==> config.mk <==
export PLATFORM = sky130hd
export DESIGN_NAME = ide_pio_decode
export DESIGN_NICKNAME = d
export VERILOG_FILES = /design/src/rtl/ide_pio_decode.sv
export SDC_FILE = /design/constraint.sdc
export NUM_CORES = 1
export LEC_CHECK = 0
export CORE_MARGIN = 3
export CORE_UTILIZATION = 64
export CTS_CLUSTER_DIAMETER = 100
export DETAILED_ROUTE_END_ITERATION = 10
export DONT_BUFFER_PORTS = 1
export HOLD_SLACK_MARGIN = 0.06
export PLACE_DENSITY = 0.9
export SYNTH_ARGS = -nofsm -noshare
export SYNTH_HDL_FRONTEND = slang
export SYNTH_SLANG_ARGS = --single-unit
==> constraint.sdc <==
create_clock -name clk -period 15 [get_ports clk]
set_input_delay 3 -clock clk [delete_from_list [all_inputs] [get_ports clk]]
set_output_delay 3 -clock clk [all_outputs]
set_load 0.03 [all_outputs]
==> src/rtl/ide_pio_decode.sv <==
module ide_pio_decode #(
  parameter int AW         = 16,
  parameter int SEL_OFF    = 6,
  parameter int DEV_BIT    = 4,
  parameter int BM_SEC_OFF = 8,
  parameter int DATA_OFF   = 0
) (
  input  logic                  clk,
  input  logic                  rst_n,
  input  logic                  acc_valid,
  input  logic                  acc_write,
  input  logic [AW-1:0]         acc_addr,
  input  logic [1:0]            acc_size,
  input  logic [7:0]            acc_wdata,
  input  logic [4:0][AW-1:0]    win_base,
  input  logic [4:0][AW-1:0]    win_size,
  output logic                  acc_ready,
  output logic [1:0]            hit_region,
  output logic                  hit_chan,
  output logic [AW-1:0]         hit_offset,
  output logic                  addr_err,
  output logic                  size_err,
  output logic                  drv_req,
  output logic                  drv_wr,
  output logic                  drv_half,
  output logic [1:0]            drv_idx
);
  localparam int NWIN = 5;
  localparam logic [1:0] RG_NONE = 2'd0;
  localparam logic [1:0] RG_CMD  = 2'd1;
  localparam logic [1:0] RG_CTL  = 2'd2;
  localparam logic [1:0] RG_BM   = 2'd3;
  localparam logic [1:0] SZ_B    = 2'd0;
  localparam logic [1:0] SZ_H    = 2'd1;
  localparam logic [1:0] SZ_W    = 2'd2;

  logic [NWIN-1:0]         win_hit;
  logic [NWIN-1:0][AW-1:0] win_rel;

  for (genvar w = 0; w < NWIN; w++) begin : g_win
    assign win_rel[w] = acc_addr - win_base[w];
    assign win_hit[w] = (win_base[w] != '0) && (acc_addr >= win_base[w]) &&
                        (win_rel[w] < win_size[w]);
  end

  always_comb begin
    hit_region = RG_NONE;
    hit_chan   = 1'b0;
    hit_offset = '0;
    if (win_hit[0]) begin
      hit_region = RG_CMD; hit_offset = win_rel[0];
    end else if (win_hit[1]) begin
      hit_region = RG_CTL; hit_offset = win_rel[1];
    end else if (win_hit[2]) begin
      hit_region = RG_CMD; hit_chan = 1'b1; hit_offset = win_rel[2];
    end else if (win_hit[3]) begin
      hit_region = RG_CTL; hit_chan = 1'b1; hit_offset = win_rel[3];
    end else if (win_hit[4]) begin
      hit_region = RG_BM;  hit_offset = win_rel[4];
      hit_chan   = (win_rel[4] >= AW'(BM_SEC_OFF));
    end
  end

  logic is_data, size_ok, taskfile, accept, sel_wr, cur_sel;
  logic [1:0] sel;
  logic       pend, pend_wr;
  logic [1:0] pend_idx;

  assign taskfile = (hit_region == RG_CMD) || (hit_region == RG_CTL);
  assign is_data  = (hit_region == RG_CMD) && (hit_offset == AW'(DATA_OFF));

  always_comb begin
    case (hit_region)
      RG_NONE: size_ok = 1'b0;
      RG_BM:   size_ok = (acc_size != 2'd3);
      default: size_ok = is_data ? (acc_size == SZ_H || acc_size == SZ_W)
                                 : (acc_size == SZ_B);
    endcase
  end

  assign acc_ready = !pend;
  assign addr_err  = acc_valid && (hit_region == RG_NONE);
  assign size_err  = acc_valid && (hit_region != RG_NONE) && !size_ok;
  assign accept    = acc_valid && acc_ready && taskfile && size_ok;
  assign sel_wr    = accept && acc_write && (hit_region == RG_CMD) &&
                     (hit_offset == AW'(SEL_OFF));
  assign cur_sel   = sel_wr ? acc_wdata[DEV_BIT] : sel[hit_chan];

  always_ff @(posedge clk or negedge rst_n) begin
    if (!rst_n) begin
      sel      <= 2'b00;
      pend     <= 1'b0;
      pend_wr  <= 1'b0;
      pend_idx <= 2'd0;
    end else begin
      if (sel_wr) sel[hit_chan] <= acc_wdata[DEV_BIT];
      pend <= accept && is_data && (acc_size == SZ_W);
      if (accept) begin
        pend_wr  <= acc_write;
        pend_idx <= {hit_chan, cur_sel};
      end
    end
  end

  assign drv_req  = pend || accept;
  assign drv_half = pend;
  assign drv_wr   = pend ? pend_wr  : acc_write;
  assign drv_idx  = pend ? pend_idx : {hit_chan, cur_sel};

  p_split_high_r8: assert property (@(posedge clk) disable iff (!rst_n)
    (accept && is_data && acc_size == SZ_W) |=> (drv_req && drv_half && !acc_ready));
  p_split_same_idx_r8: assert property (@(posedge clk) disable iff (!rst_n)
    drv_half |-> (drv_idx == $past(drv_idx) && drv_wr == $past(drv_wr)));
  p_miss_no_req_r5: assert property (@(posedge clk) disable iff (!rst_n)
    (addr_err && !drv_half) |-> (!drv_req && hit_region == RG_NONE));
  p_badsize_no_req_r9: assert property (@(posedge clk) disable iff (!rst_n)
    (size_err && !drv_half) |-> !drv_req);
  p_sel_stable_r6: assert property (@(posedge clk) disable iff (!rst_n)
    !(acc_valid && acc_write && acc_ready) |=> $stable(sel));
  p_idx_chan_r7: assert property (@(posedge clk) disable iff (!rst_n)
    (drv_req && !drv_half) |-> (drv_idx[1] == hit_chan));
endmodule

==> results.sh, run 1 <==
export IMPL_synth_nets=1465
export IMPL_rows=39
export IMPL_p_comb_share_pct=90.2
export IMPL_vias=8636
export IMPL_viasPerCell=6.95
export IMPL_p_leak_nw=4.10
export IMPL_required_ns=12.00
export IMPL_synth_seq_area_share_pct=1.94
export IMPL_synth_edf_count=0
export IMPL_core_area_mm2=0.0116
export IMPL_synthCells=1109
export IMPL_fin_crit_sh_pct=87.3
export IMPL_peakVddDrop_mv=0.0482
export IMPL_postCtsHoldBufs=0
export IMPL_post_cts_buffers=0
export IMPL_initial_core_util_pct=66.7
export IMPL_synth_distinct_cells=88
export IMPL_antenna_found_initial=0
export IMPL_synthArstFlopShare_pct=100
export IMPL_status="finished clean"
export IMPL_seqPwrFrac_pct=3.2
export IMPL_rsz0062_at_grt="no"
export IMPL_port_buffers=0
export IMPL_worstMarginPinSlew_ns=1.18
export IMPL_cts_made_buffers=3
export IMPL_io_pins=217
export IMPL_grt_usage_pct=37.1
export IMPL_setup_viol=0
export IMPL_syn_cell_area_mm2=0.00775
export IMPL_finalHoldWorstSlack_ns=0.486
export IMPL_period_needed_ns=13.10
export IMPL_crit_path_start_kind="input pin"
export IMPL_slowest_stage="o31ai_1"
export IMPL_dieHeight_um=116
export IMPL_htreeDepth=1
export IMPL_grt_pass1_vias=7997
export IMPL_dr_first_iter_drc_count=967
export IMPL_post_route_util_pct=68.6
export IMPL_clock_path_buffers=2
export IMPL_drv_slew=0
export IMPL_power_density_mw_per_mm2=79.6
export IMPL_die_x_um=116
export IMPL_finClkSkew_ns=0.000811
export IMPL_clkLatencyLatePin_ns=0.22
export IMPL_ctsResizeCount=0
export IMPL_grt_max_degree=21
export IMPL_hpwl_um=22200
export IMPL_die_area_mm2=0.0135
export IMPL_critPathKind="in2out"
export IMPL_clock_fmax_mhz=76.3
export IMPL_cts_tree="done"
export IMPL_multi_input_area_mm2=0.00681
export IMPL_hold_path_class="reg2reg"
export IMPL_routed_wl_um=26200
export IMPL_critPathTopFamily="compound AO/OA/AOI/OAI gates"
export IMPL_detail_route_antenna_nets=0
export IMPL_switchingPower_mw=0.382
export IMPL_drive_gt1_share_pct=3.09
export IMPL_critical_path_buf_inv_count=1
export IMPL_crit_path_end_kind="output pin"
export IMPL_root_buffer="clkbuf_16"
export IMPL_clock_sinks=6
export IMPL_path_max_fanout=6
export IMPL_hold_viol=0
export IMPL_drcViolationCount=0
export IMPL_max_stage_delay_ns=0.81
export IMPL_ys_warn_count=0
export IMPL_setup_tns_ns=0
export IMPL_fillers=1036
export IMPL_relSlewSlack_pct=21.1
export IMPL_area_growth_pct=2.83
export IMPL_p_sw_share_pct=60.2
export IMPL_clkPwrFrac_pct=6.6
export IMPL_clkTransAtPathRegs_ns=0.03
export IMPL_synthFlopType="dfrtp_1"
export IMPL_regArea_um2=150
export IMPL_synth_seq_cells=6
export IMPL_grt_pass1_wl_um=39500
export IMPL_syn_area_per_cell_um2=6.99
export IMPL_p_int_mw=0.253
export IMPL_critPathArrivalTime_ns=10.10
export IMPL_nets=1457
export IMPL_drt_first_pass_iters=6
export IMPL_gp_congestion=1.05
export IMPL_grt_remaining_overflow=0
export IMPL_wire_per_inst_um=21.1
export IMPL_drv_cap=0
export IMPL_fin_total_pwr_mw=0.635
worst reg2reg max path, stage by stage (launching register included):
cell,delay (ns)
dfrtp_1,0.54
nor2_1,0.32
nand2_1,0.11
mux2i_2,0.25
mux2_1,0.36
per-stage QoR:
stage,instance area (um2),cells,worst slack [ns]
CTS,7970,1242,2.13
global route,7970,1242,1.66
floorplan,7750,1109,3.22
finish,7970,1243,1.90
global placement,7890,1239,2.28
detailed placement,7890,1239,2.14
layout by cell type (no fill, tap or decap), types with 27 or more instances in the layout:
cell type	n
inv_1	191
nor2_1	79
nand2_1	64
a21oi_1	81
a21o_1	27
xnor2_1	29
nor3_1	31
xor2_1	30
ha_1	161
o21ai_0	51
Yosys cell counts (5+ instances only):
master    count  share of area, %
nor2_1       79               3.8
nand2b_1     15               1.2
nor3_1       31               2.0
nand2_1      64               3.1
or3_1        12              0.97
a211o_1       8              0.90
o311ai_0      7              0.79
and3_1       13               1.0
fa_1          5               1.3
a221oi_1      5              0.57
xor2_1       30               3.4
mux2_1        5              0.73
a21o_1       27               2.6
nor3b_1       6              0.58
o21ai_0      51               3.3
nand4_1      19               1.5
dfrtp_1       6               1.9
ha_1        161                26
o211ai_1     17               1.6
nand3_1      21               1.4
o21a_1       19               1.8
clkbuf_1     12              0.58
nor2b_1       9              0.73
a211oi_1     16               1.6
inv_1       191               9.3
o31ai_1       8              0.78
a31oi_1      16               1.3
nor4_1       26               2.1
xnor2_1      29               3.3
and4_1        5              0.57
a21oi_1      81               5.2
sequential cells by signal, summed over array words and instances, names as in the netlist:
signal and flops:
pend_idx 2, sel 2, pend_wr 1, drv_half 1
final timing paths:
check,depth (start not counted),startpoint,end,slack (ns)
worst max-delay path,25,acc_addr[0],drv_idx[0],1.90
worst min-delay path,1,pend_idx[1],pend_idx[1],0.49
worst max register to register,4,drv_half,pend_idx[0],13.30
worst min register to register,1,pend_idx[1],pend_idx[1],0.49
max in group asynchronous,0,rst_n,sel[1],12.46
min in group asynchronous,0,rst_n,pend_wr,2.47
routing by layer:
metal | part of all wire (%) | wire (um) | GRT usage (%) | vias up
li1 | - | - | - | 4070
met1 | 37 | 9630 | 47.1 | 3833
met2 | 43 | 11300 | 60.1 | 624
met3 | 14 | 3600 | 5.38 | 109
met4 | 6.3 | 1670 | 20.6 | 0
met5 | 0 | 0 | 0 | -
power by group through the flow:
stage	Combinational, mW	Clock (mW)	Sequential, mW
global route	0.615	0.0442	0.0205
detailed placement	0.550	0	0.0205
global placement	0.536	0	0.0202
floorplan	0.426	0	0.0199
CTS	0.553	0.0425	0.0203
finish	0.572	0.0420	0.0203
area by class of cell:
type                            instances  area share (%)
Timing Repair Buffer                    5           0.471
Tap cell                              143            2.25
Clock buffer                            3           0.942
Multi-Input combinational cell        894            85.4
Sequential cell                         6            1.88
Inverter                              191            9.00
Antenna cell                            1          0.0314
cells by family (layout without fill, tap and decap cells):
family | Yosys count | after routing | synth area share, %
AND/OR/NAND/NOR | 324 | 324 | 22.1
XOR/XNOR | 59 | 59 | 6.67
multiplexers | 13 | 13 | 1.86
buffers and inverters | 209 | 199 | 10.2
adder cells (fa/ha/maj) | 166 | 166 | 27.3
AO/OA/AOI/OAI | 332 | 332 | 29.9
other | 0 | 1 | 0
flip-flops | 6 | 6 | 1.94
(Power assumes the default switching activity.)
==> run 2, diff against run 1 <==
==> constraint.sdc (replaced) <==
create_clock -name clk -period 12.4 [get_ports clk]
set_input_delay 2.48 -clock clk [delete_from_list [all_inputs] [get_ports clk]]
set_output_delay 2.48 -clock clk [all_outputs]
set_load 0.03 [all_outputs]
==> results.sh, run 2 (synthesis results as in run 1) <==
export IMPL_status="finished clean"
export IMPL_switchingPower_mw=0.458
export IMPL_clkLatencyLatePin_ns=0.22
export IMPL_fillers=1022
export IMPL_crit_path_start_kind="input pin"
export IMPL_io_pins=217
export IMPL_grt_max_degree=20
export IMPL_clock_path_buffers=2
export IMPL_cts_tree="done"
export IMPL_area_growth_pct=3.21
export IMPL_critPathKind="in2out"
export IMPL_vias=8545
export IMPL_initial_core_util_pct=66.7
export IMPL_setup_viol=0
export IMPL_hold_path_class="reg2reg"
export IMPL_hpwl_um=22000
export IMPL_p_sw_share_pct=59.9
export IMPL_final_common_cell="inv_1"
export IMPL_routed_wl_um=25700
export IMPL_post_route_util_pct=68.9
export IMPL_fin_crit_sh_pct=92.8
export IMPL_postCtsHoldBufs=0
export IMPL_period_needed_ns=11.51
export IMPL_die_area_mm2=0.0135
export IMPL_detail_route_antenna_nets=0
export IMPL_drt_first_pass_iters=5
export IMPL_peakVddDrop_mv=0.0548
export IMPL_finClkSkew_ns=0.000752
export IMPL_grt_pass1_wl_um=38800
export IMPL_required_ns=9.92
export IMPL_reg_top3="pend_idx x2, sel x2"
export IMPL_p_leak_nw=4.12
export IMPL_drv_slew=0
export IMPL_die_x_um=116
export IMPL_port_buffers=0
export IMPL_setup_tns_ns=0
export IMPL_grt_pass1_vias=7930
export IMPL_cts_made_buffers=3
export IMPL_power_density_mw_per_mm2=95.7
export IMPL_hold_viol=0
export IMPL_gp_congestion=1.05
export IMPL_drcViolationCount=0
export IMPL_p_int_mw=0.307
export IMPL_core_area_mm2=0.0116
export IMPL_path_max_fanout=6
export IMPL_drv_cap=0
export IMPL_clock_fmax_mhz=86.9
export IMPL_critPathArrivalTime_ns=9.03
export IMPL_p_comb_share_pct=90.1
export IMPL_clkTransAtPathRegs_ns=0.03
export IMPL_max_stage_delay_ns=0.45
export IMPL_clkPwrFrac_pct=6.6
export IMPL_htreeDepth=1
export IMPL_worstMarginPinSlew_ns=1.17
export IMPL_crit_path_end_kind="output pin"
export IMPL_rows=39
export IMPL_drive_gt1_share_pct=3.45
export IMPL_rsz0062_at_grt="no"
export IMPL_placed_area_mm2=0.00792
export IMPL_place_ws_ns=1.04
export IMPL_antenna_found_initial=0
export IMPL_setup_ws_ns=0.887
export IMPL_final_cell_mix="inv_1, ha_1, a21oi_1, nor2_1, nand2_1"
export IMPL_viasPerCell=6.85
export IMPL_ctsResizeCount=0
export IMPL_slowest_stage="or4_4"
export IMPL_dieHeight_um=116
export IMPL_seqPwrFrac_pct=3.2
export IMPL_wire_per_inst_um=20.6
export IMPL_relSlewSlack_pct=21.4
export IMPL_grt_remaining_overflow=0
export IMPL_nets=1461
export IMPL_grt_usage_pct=36.5
export IMPL_dr_first_iter_drc_count=969
export IMPL_root_buffer="clkbuf_16"
export IMPL_clock_sinks=6
export IMPL_finalInstanceArea_mm2=0.00800
export IMPL_fin_total_pwr_mw=0.765
export IMPL_post_cts_buffers=0
run 2: cell count changes in the layout (fill, tap and decap cells not counted):
cell,change
buf_4,+4
run 2: power groups by stage:
stage	registers (mW)	clock network (mW)	logic, mW
floorplan	0.0241	0	0.515
global placement	0.0245	0	0.650
detailed placement	0.0248	0	0.665
CTS	0.0246	0.0519	0.668
global route	0.0248	0.0535	0.743
finish	0.0246	0.0508	0.690
run 2: cell type report:
class / instances / area [um2] / share of cell area, %
Sequential cell: 6 / 150 / 1.88
Multi-Input combinational cell: 894 / 6810 / 85.1
Antenna cell: 1 / 2.50 / 0.0313
Tap cell: 143 / 179 / 2.24
Clock buffer: 3 / 75.1 / 0.939
Timing Repair Buffer: 9 / 67.6 / 0.845
Inverter: 191 / 717 / 8.96
run 2: critical path, delay by kind of cell:
kind | cells | cell delay (ns)
xor gates and xnor gates | 1 | 0.35
adders and majority gates | 4 | 1.29
AOI/OAI and AO/OA | 9 | 1.98
buffers and inverters | 2 | 0.37
and+or+nand+nor | 10 | 2.55
run 2: metal layers:
layer  GRT usage, %  wire length (um)
met5              0                 0
met4           23.4              1940
met2           57.5             10900
met1           46.6              9440
met3           5.22              3420
run 2: stage by stage:
stage          cells  hold slack (ns)
3_5_place_dp    1243            0.479
3_3_place_gp    1243            0.466
2_1_floorplan   1109            0.452
4_1_cts         1246            0.486
6_report        1247            0.486
5_1_grt         1246            0.509
run 2: final timing paths:
path                                   from         end  slack, ns  depth (start not counted)
worst max register to register     drv_half     pend_wr      10.77                          4
worst max-delay path            acc_addr[0]  drv_idx[0]       0.89                         26
max in group asynchronous             rst_n    drv_half      10.38                          0
worst min register to register       sel[1]      sel[1]       0.49                          1
worst min-delay path                 sel[1]      sel[1]       0.49                          1
min in group asynchronous             rst_n     pend_wr       1.95                          0
